### src/rtl/lpclk_pkg.sv
package lpclk_pkg;

    typedef enum logic [3:0] {
        ST_NORM,
        ST_E_MULT,
        ST_E_DRV,
        ST_E_ZERO,
        ST_E_BIAS,
        ST_E_DIV,
        ST_LOW,
        ST_X_BIAS,
        ST_X_DAC,
        ST_X_DRV,
        ST_X_LOCK
    } seq_state_e;

    typedef struct packed {
        logic div256;
        logic drv_pd;
        logic bias_pd;
        logic keep_bias;
        logic done;
        logic err;
    } seq_ctl_t;

endpackage

### src/rtl/lpclk_save.sv
module lpclk_save #(
    parameter int DAC_W    = 16,
    parameter int MULT_W   = 4,
    parameter int MULT_RST = 1
) (
    input  logic              clk,
    input  logic              rst_n,
    input  logic              cap_i,
    input  logic [DAC_W-1:0]  dl_i,
    input  logic [DAC_W-1:0]  dr_i,
    input  logic [MULT_W-1:0] mult_i,
    output logic [DAC_W-1:0]  dl_o,
    output logic [DAC_W-1:0]  dr_o,
    output logic [MULT_W-1:0] mult_o
);

    typedef struct packed {
        logic [DAC_W-1:0]  dl;
        logic [DAC_W-1:0]  dr;
        logic [MULT_W-1:0] mult;
    } bank_t;

    bank_t bank_d, bank_q;

    always_comb begin
        bank_d = bank_q;
        if (cap_i) begin
            bank_d.dl   = dl_i;
            bank_d.dr   = dr_i;
            bank_d.mult = mult_i;
        end
    end

    always_ff @(posedge clk or negedge rst_n) begin
        if (!rst_n) begin
            bank_q.dl   <= '0;
            bank_q.dr   <= '0;
            bank_q.mult <= MULT_W'(MULT_RST);
        end else begin
            bank_q <= bank_d;
        end
    end

    assign dl_o   = bank_q.dl;
    assign dr_o   = bank_q.dr;
    assign mult_o = bank_q.mult;

endmodule

### src/rtl/lpclk_lock_wait.sv
module lpclk_lock_wait #(
    parameter int LOCK_TMO = 16
) (
    input  logic clk,
    input  logic rst_n,
    input  logic start_i,
    input  logic run_i,
    input  logic lock_i,
    output logic fin_o
);

    localparam int CW = $clog2(LOCK_TMO + 1);
    localparam logic [CW-1:0] LAST = CW'(LOCK_TMO - 1);

    logic [CW-1:0] cnt_d, cnt_q;

    assign fin_o = run_i && (lock_i || (cnt_q == LAST));

    always_comb begin
        cnt_d = cnt_q;
        if (start_i) begin
            cnt_d = '0;
        end else if (run_i && !fin_o) begin
            cnt_d = cnt_q + 1'b1;
        end
    end

    always_ff @(posedge clk or negedge rst_n) begin
        if (!rst_n) begin
            cnt_q <= '0;
        end else begin
            cnt_q <= cnt_d;
        end
    end

endmodule

### src/rtl/lpclk_seq.sv
module lpclk_seq
    import lpclk_pkg::*;
#(
    parameter int DAC_W    = 16,
    parameter int MULT_W   = 4,
    parameter int MULT_RST = 1,
    parameter int MULT_ONE = 1,
    parameter int LOCK_TMO = 16
) (
    input  logic              clk,
    input  logic              rst_n,
    input  logic              enter_i,
    input  logic              exit_i,
    input  logic              resume_soon_i,
    input  logic              xtal_fast_i,
    input  logic [MULT_W-1:0] mult_i,
    input  logic [DAC_W-1:0]  dac_l_i,
    input  logic [DAC_W-1:0]  dac_r_i,
    input  logic              lock_i,
    output logic              div2_en_o,
    output logic              div256_en_o,
    output logic [MULT_W-1:0] mult_o,
    output logic              drv_pdown_o,
    output logic              bias_pdown_o,
    output logic [DAC_W-1:0]  dac_l_o,
    output logic [DAC_W-1:0]  dac_r_o,
    output logic              busy_o,
    output logic              done_o,
    output logic              err_o
);

    localparam logic [MULT_W-1:0] UNITY = MULT_W'(MULT_ONE);

    typedef struct packed {
        seq_state_e        st;
        seq_ctl_t          ctl;
        logic              div2;
        logic [MULT_W-1:0] mult;
        logic [DAC_W-1:0]  dl;
        logic [DAC_W-1:0]  dr;
    } seq_reg_t;

    seq_reg_t seq_d, seq_q;

    logic              cap;
    logic              tmr_start;
    logic              tmr_run;
    logic              tmr_fin;
    logic              busy;
    logic [DAC_W-1:0]  sav_dl;
    logic [DAC_W-1:0]  sav_dr;
    logic [MULT_W-1:0] sav_mult;

    lpclk_save #(
        .DAC_W    (DAC_W),
        .MULT_W   (MULT_W),
        .MULT_RST (MULT_RST)
    ) u_save (
        .clk    (clk),
        .rst_n  (rst_n),
        .cap_i  (cap),
        .dl_i   (dac_l_i),
        .dr_i   (dac_r_i),
        .mult_i (mult_i),
        .dl_o   (sav_dl),
        .dr_o   (sav_dr),
        .mult_o (sav_mult)
    );

    lpclk_lock_wait #(
        .LOCK_TMO (LOCK_TMO)
    ) u_wait (
        .clk     (clk),
        .rst_n   (rst_n),
        .start_i (tmr_start),
        .run_i   (tmr_run),
        .lock_i  (lock_i),
        .fin_o   (tmr_fin)
    );

    assign busy = (seq_q.st != ST_NORM) && (seq_q.st != ST_LOW);

    always_comb begin
        seq_d          = seq_q;
        seq_d.ctl.done = 1'b0;
        seq_d.div2     = xtal_fast_i;
        cap            = 1'b0;
        tmr_start      = 1'b0;
        tmr_run        = 1'b0;

        if (enter_i && busy) begin
            seq_d.ctl.err = 1'b1;
        end

        unique case (seq_q.st)
            ST_NORM: begin
                seq_d.mult = mult_i;
                seq_d.dl   = dac_l_i;
                seq_d.dr   = dac_r_i;
                if (enter_i) begin
                    cap                 = 1'b1;
                    seq_d.ctl.keep_bias = resume_soon_i;
                    seq_d.st            = ST_E_MULT;
                end
            end
            ST_E_MULT: begin
                seq_d.mult = UNITY;
                seq_d.st   = ST_E_DRV;
            end
            ST_E_DRV: begin
                seq_d.ctl.drv_pd = 1'b1;
                seq_d.st         = ST_E_ZERO;
            end
            ST_E_ZERO: begin
                seq_d.dl = '0;
                seq_d.dr = '0;
                seq_d.st = ST_E_BIAS;
            end
            ST_E_BIAS: begin
                seq_d.ctl.bias_pd = !seq_q.ctl.keep_bias;
                seq_d.st          = ST_E_DIV;
            end
            ST_E_DIV: begin
                seq_d.ctl.div256 = 1'b1;
                seq_d.ctl.done   = 1'b1;
                seq_d.st         = ST_LOW;
            end
            ST_LOW: begin
                if (exit_i) begin
                    seq_d.ctl.div256 = 1'b0;
                    seq_d.st         = ST_X_BIAS;
                end
            end
            ST_X_BIAS: begin
                seq_d.ctl.bias_pd = 1'b0;
                seq_d.st          = ST_X_DAC;
            end
            ST_X_DAC: begin
                seq_d.dl = sav_dl;
                seq_d.dr = sav_dr;
                seq_d.st = ST_X_DRV;
            end
            ST_X_DRV: begin
                seq_d.ctl.drv_pd = 1'b0;
                tmr_start        = 1'b1;
                seq_d.st         = ST_X_LOCK;
            end
            ST_X_LOCK: begin
                tmr_run = 1'b1;
                if (tmr_fin) begin
                    seq_d.mult     = sav_mult;
                    seq_d.ctl.done = 1'b1;
                    seq_d.st       = ST_NORM;
                end
            end
            default: begin
                seq_d.st = ST_NORM;
            end
        endcase
    end

    always_ff @(posedge clk or negedge rst_n) begin
        if (!rst_n) begin
            seq_q.st   <= ST_NORM;
            seq_q.ctl  <= '0;
            seq_q.div2 <= 1'b0;
            seq_q.mult <= MULT_W'(MULT_RST);
            seq_q.dl   <= '0;
            seq_q.dr   <= '0;
        end else begin
            seq_q <= seq_d;
        end
    end

    assign div2_en_o    = seq_q.div2;
    assign div256_en_o  = seq_q.ctl.div256;
    assign mult_o       = seq_q.mult;
    assign drv_pdown_o  = seq_q.ctl.drv_pd;
    assign bias_pdown_o = seq_q.ctl.bias_pd;
    assign dac_l_o      = seq_q.dl;
    assign dac_r_o      = seq_q.dr;
    assign busy_o       = busy;
    assign done_o       = seq_q.ctl.done;
    assign err_o        = seq_q.ctl.err;

endmodule

### config.mk
export PLATFORM = sky130hd
export DESIGN_NAME = lpclk_seq
export DESIGN_NICKNAME = d
export VERILOG_FILES = /design/src/rtl/lpclk_pkg.sv /design/src/rtl/lpclk_save.sv /design/src/rtl/lpclk_lock_wait.sv /design/src/rtl/lpclk_seq.sv
export SDC_FILE = /design/constraint.sdc
export NUM_CORES = 1
export LEC_CHECK = 0
export ABC_AREA = 1
export BUFFER_PORTS_ARGS = -buffer_cell sky130_fd_sc_hd__buf_4
export CAP_MARGIN = 20
export CORE_ASPECT_RATIO = 1.2
export CORE_MARGIN = 2
export CORE_UTILIZATION = 45
export DETAILED_ROUTE_END_ITERATION = 8
export PLACE_DENSITY = 0.72
export SLEW_MARGIN = 10
export SYNTH_ARGS = -nofsm -noshare
export SYNTH_HDL_FRONTEND = slang
export SYNTH_SLANG_ARGS = --single-unit
### constraint.sdc
create_clock -name clk -period 5 [get_ports clk]
set_input_delay 0.75 -clock clk [delete_from_list [all_inputs] [get_ports clk]]
set_output_delay 0.75 -clock clk [all_outputs]
set_load 0.02 [all_outputs]
Word level (Yosys, flattened, before mapping)

Cells that the tools add are included.
Widths: inputs -> output; s select.

$add $sub $neg: 1
Equal/unequal tests: 15
Muxes and demuxes: 18
Reduce and logical (&&, ||, !) cells: 19

Operators by type and width:

| cell                | number |
|---|---|
| $pmux 32 s3         | 1 |
| $pmux 4 s11         | 1 |
| $eq 4x3->1 const B  | 4 |
| $mux 5              | 3 |
| $eq 4x4->1 const B  | 3 |
| $mux 4              | 3 |
| $pmux 4 s3          | 1 |
| $eq 4x2->1 const B  | 2 |
| $pmux 1 s2          | 4 |
| $reduce_bool 2->1   | 4 |
| $reduce_and 2->1    | 3 |
| $reduce_bool 3->1   | 2 |
| $add 5x1->5 const B | 1 |
| $eq 5x4->1 const B  | 1 |
| $mux 1              | 5 |
| $eq 4x1->1 const B  | 1 |
| $logic_and 1x1->1   | 4 |
| $logic_not 4->1     | 1 |
| $ne 2x2->1 const B  | 2 |
| $ne 4x3->1 const B  | 1 |
| $reduce_bool 4->1   | 1 |
| $reduce_and 3->1    | 1 |
| $logic_not 1->1     | 2 |
| $ne 2x1->1 const B  | 1 |
| $logic_or 1x1->1    | 1 |

Flip-flop bits (word level): 88
Bits of input ports: 43
Output and inout port bits: 43
Logic and storage cells: 68

Logic depth before layout (Yosys ltp)

Word-level depth: 7
Mapped depth: 10
Gate-level depth less buffers: 10

By module

A second synthesis with hierarchy kept.

Cells, all modules: 575
Area total of the unflattened synthesis: 4505.6 um^2

Modules (own cells, without submodules):

| module          | instances | cells each | area each (um^2) | seq. area each (um^2) |
|---|---|---|---|---|
| lpclk_seq       | 1         | 386        | 2765.2           | 1177.4 |
| lpclk_save      | 1         | 152        | 1420.1           | 902.1 |
| lpclk_lock_wait | 1         | 37         | 320.3            | 125.1 |

Worst setup path after synthesis

OpenSTA, ideal clock, no wires.

Path kind: register -> output
Start point: register seq_q[46] (netlist bit)
End point: output port busy_o
Arrival: 1.012 ns
Required time: 4.250 ns
Setup slack: 3.238 ns
Stages on the path, launching flop included: 5
Path buffers: 0
Cells stage by stage: dfrtp_1 nor2_2 nand2_2 inv_4 a21oi_1

Cells in the longest elaborated chain, start to end: 2
Elaborated cells between the ends (all ways): 3
Classes of those cells: eq/ne: 1; reduce/logical: 2

RTL lines:

| item                                            | line             | text |
|---|---|---|
| start: declaration                              | lpclk_seq.sv:43  | `seq_reg_t seq_d, seq_q;` |
| start signal: assignment                        | lpclk_seq.sv:171 | `seq_q <= seq_d;` |
| $ne 4x3->1 or $reduce_bool 4->1 (tied branches) | lpclk_seq.sv:81  | `assign busy = (seq_q.st != ST_NORM) && (seq_q.st != ST_LOW);` |
| $logic_and 1x1->1 *                             | lpclk_seq.sv:81  |  |
| end: declaration                                | lpclk_seq.sv:27  | `output logic busy_o,` |

Mark *: on every way between the ends. The rest lies on a longest branch, timed or not.

Final worst setup path

Start point: register seq_q[44] (netlist bit)
End point: output port busy_o

The elaborated chain is that of the path after synthesis.

==> metrics <==
outcome completed; P_int 1.933 mW; R2R Path End dac_l_o[5]; DRC 0; via density per instance 4.806; CP Class reg2out; reg-to-reg slack, setup 2.94 ns; mean area per synthesized cell 8.393 um2; Die X-Extent 93.64 um; die height 111.6 um; final cell count without fillers 687; max cap viols 0; Setup crit end kind output pin; switch share 42.31%; PortBufs 85; Final period util 45.57%; Die ar. 0.01045 mm2; first-pass GRT wire length 14.77 mm; total congestion overflow 0; Pleak 2.650 nW; Seq pwr share 36.8%; part of the power in the clock network 19.0%; fin worst setup slack 2.721 ns; root cell of the clock tree clkbuf_16; Max-Slew Margin vs Limit 46.49%; Ports 86; Total GRT Usage 18.02%; crit path max fanout 7; wire length on met3 428 um; Post-synth EDFFs 0; Max VDD drop 0.2383 mV; switching power 1.418 mW; met2 wire length 4.367 mm; Cells after DPL 670; unrepaired setup endpoints after global routing no; Worst setup SP type register; GPL Wtd Cong 0.8173; layout cell share with drive strength beyond 1 23.94%; Area growth, synth to finish 15.14%; initial antenna violation count 0; Post-Syn Instances 517; CTS tree yes; Final Setup Violations 0; Hold Worst Slack 0.2968 ns; Post-CTS Resized 0; power density over cell area 670.5 mW/mm2; CTS Sinks 88; max-slew violation count 0; Combinational Power Share 44.2%; mapped cell area 0.004339 mm2; Yosys reg bits 88; Final Skew 0.006842 ns; dominant synthesized flop cell dfrtp_1; setup TNS 0 ns; H-tree Lvls 3; Max Used Layer met4; worst slew pin tran 0.8027 ns; Final #Nets 604; CTS Hold Buffers Added 0; WL met1 3.918 mm; Initial DRC Count 170; Routed Antenna Nets 0; share of flip-flops with an asynchronous set or reset 100.0%; dpl ws 2.913 ns; ant diodes 0; Hold Vio Cnt, Final 0; largest net degree at the start of global routing 89; first drt pass iteration count 6; clk buf depth 2; DP HPWL 5.856 mm; Clk Latency, worst-skew pair 0.35 ns; Synthesis Warnings 0; worst endpoint data arrival time 1.53 ns; total wire length 8.892 mm; cts bufs inserted 9; Max Freq 438.9 MHz; total core area 0.009467 mm2; syn_nets 562; starting density of the core 45.84%; Power, Total 3.350 mW; required time worst endpoint 4.25 ns; cells on worst reg2reg path 8; vias in the first global route 3,204; row count 39; via count 3,302; worst hold-check path type in2async; Post-CTS Setup Bufs 0; average routed wire per standard cell 12.94 um; Worst-path clk slew 0.06 ns; sequential element share of the synthesized area 50.81%; Tmin final 2.279 ns; worst setup path startpoint seq_q[44]; FF-to-FF Start seq_q[44]; post-synth cell types 30
## synthesized netlist by cell type, types with 4 or more instances
| master | instances | area, um2 |
|---|---|---|
| nor2_1 | 8 | 30.03 |
| buf_6 | 12 | 135.1 |
| o21ai_1 | 29 | 145.1 |
| dfrtp_1 | 86 | 2152 |
| nand2_1 | 201 | 754.5 |
| inv_1 | 47 | 176.4 |
| buf_2 | 4 | 20.02 |
| nor2_2 | 4 | 25.02 |
| o21ai_2 | 14 | 122.6 |
| buf_4 | 38 | 285.3 |
| o21ai_0 | 36 | 180.2 |
| nand3_1 | 11 | 55.05 |
## cells by family after synthesis
kind of cell | count (synthesis) | share of synthesized area (%)
adders and majority gates | 2 | 0.5766
AOI/OAI and AO/OA | 86 | 11.51
DFF | 88 | 50.81
xor gates and xnor gates | 1 | 0.2019
and+or+nand+nor | 233 | 21.97
buffers and inverters | 107 | 14.94
## cells in the final DEF (no fill, tap or decap), types with 3 or more instances in the layout
cell type / count
o21ai_0: 36
nand2_1: 201
nor2_2: 4
nand2_4: 3
nand2_2: 3
nor2_1: 8
nand3_1: 11
clkbuf_16: 9
dfrtp_1: 86
o21ai_2: 14
inv_2: 3
o21ai_1: 29
buf_4: 85
inv_1: 47
## worst max-delay path, stage by stage (launching register included)
cell and delay, ns:
dfrtp_1 0.45, nor2_2 0.23, nand2_2 0.14, inv_4 0.13, a21oi_1 0.07, buf_4 0.18
## sequential cells by signal, indices dropped and copies added, names as in the netlist, 4 cells and up
| name | count |
|---|---|
| u_wait.cnt_q | 5 |
| seq_q | 5 |
| u_save.dr_o | 16 |
| u_save.mult_o | 4 |
| mult_o | 4 |
| dac_l_o | 16 |
| u_save.dl_o | 16 |
| dac_r_o | 16 |
## per-layer routing
| layer | GRT usage, % | vias to the layer above |
|---|---|---|
| met5 | 0 | - |
| met4 | 7.729 | 0 |
| met3 | 5.007 | 14 |
| met2 | 29.11 | 69 |
| met1 | 22.67 | 1561 |
| li1 | - | 1658 |
## stage by stage
stage,util [%],cell area (um2)
final,52.78,4996
after global routing,52.78,4996
after CTS,52.48,4969
after detailed placement,49.47,4683
after global placement,49.47,4683
after floorplan,-,4339
## worst max path at each step
stage	end	slack (ns)	depth (start not counted)
after floorplan	busy_o	3.24	4
after global placement	dac_r_o[1]	3.01	8
after detailed placement	dac_r_o[4]	2.91	8
after CTS	busy_o	2.72	5
after global routing	busy_o	2.66	5
final	busy_o	2.72	5
## power groups by stage
| stage | sequential (mW) | clock [mW] | combinational [mW] |
|---|---|---|---|
| 3_3_place_gp | 1.23 | 0 | 1.45 |
| 4_1_cts | 1.24 | 0.649 | 1.51 |
| 3_5_place_dp | 1.24 | 0 | 1.50 |
| 5_1_grt | 1.27 | 0.684 | 1.66 |
| 2_1_floorplan | 1.21 | 0 | 1.30 |
| 6_report | 1.23 | 0.636 | 1.48 |
## area by class of cell
class                           instances  area (um2)
Clock inverter                          4       28.78
Inverter                               52       200.2
Sequential cell                        88        2205
Clock buffer                           12       256.5
Fill cell                             900        4471
Multi-Input combinational cell        322        1486
Tap cell                              123       153.9
Timing Repair Buffer                   86       665.6
No activity file was read; power rests on OpenSTA's default activity.
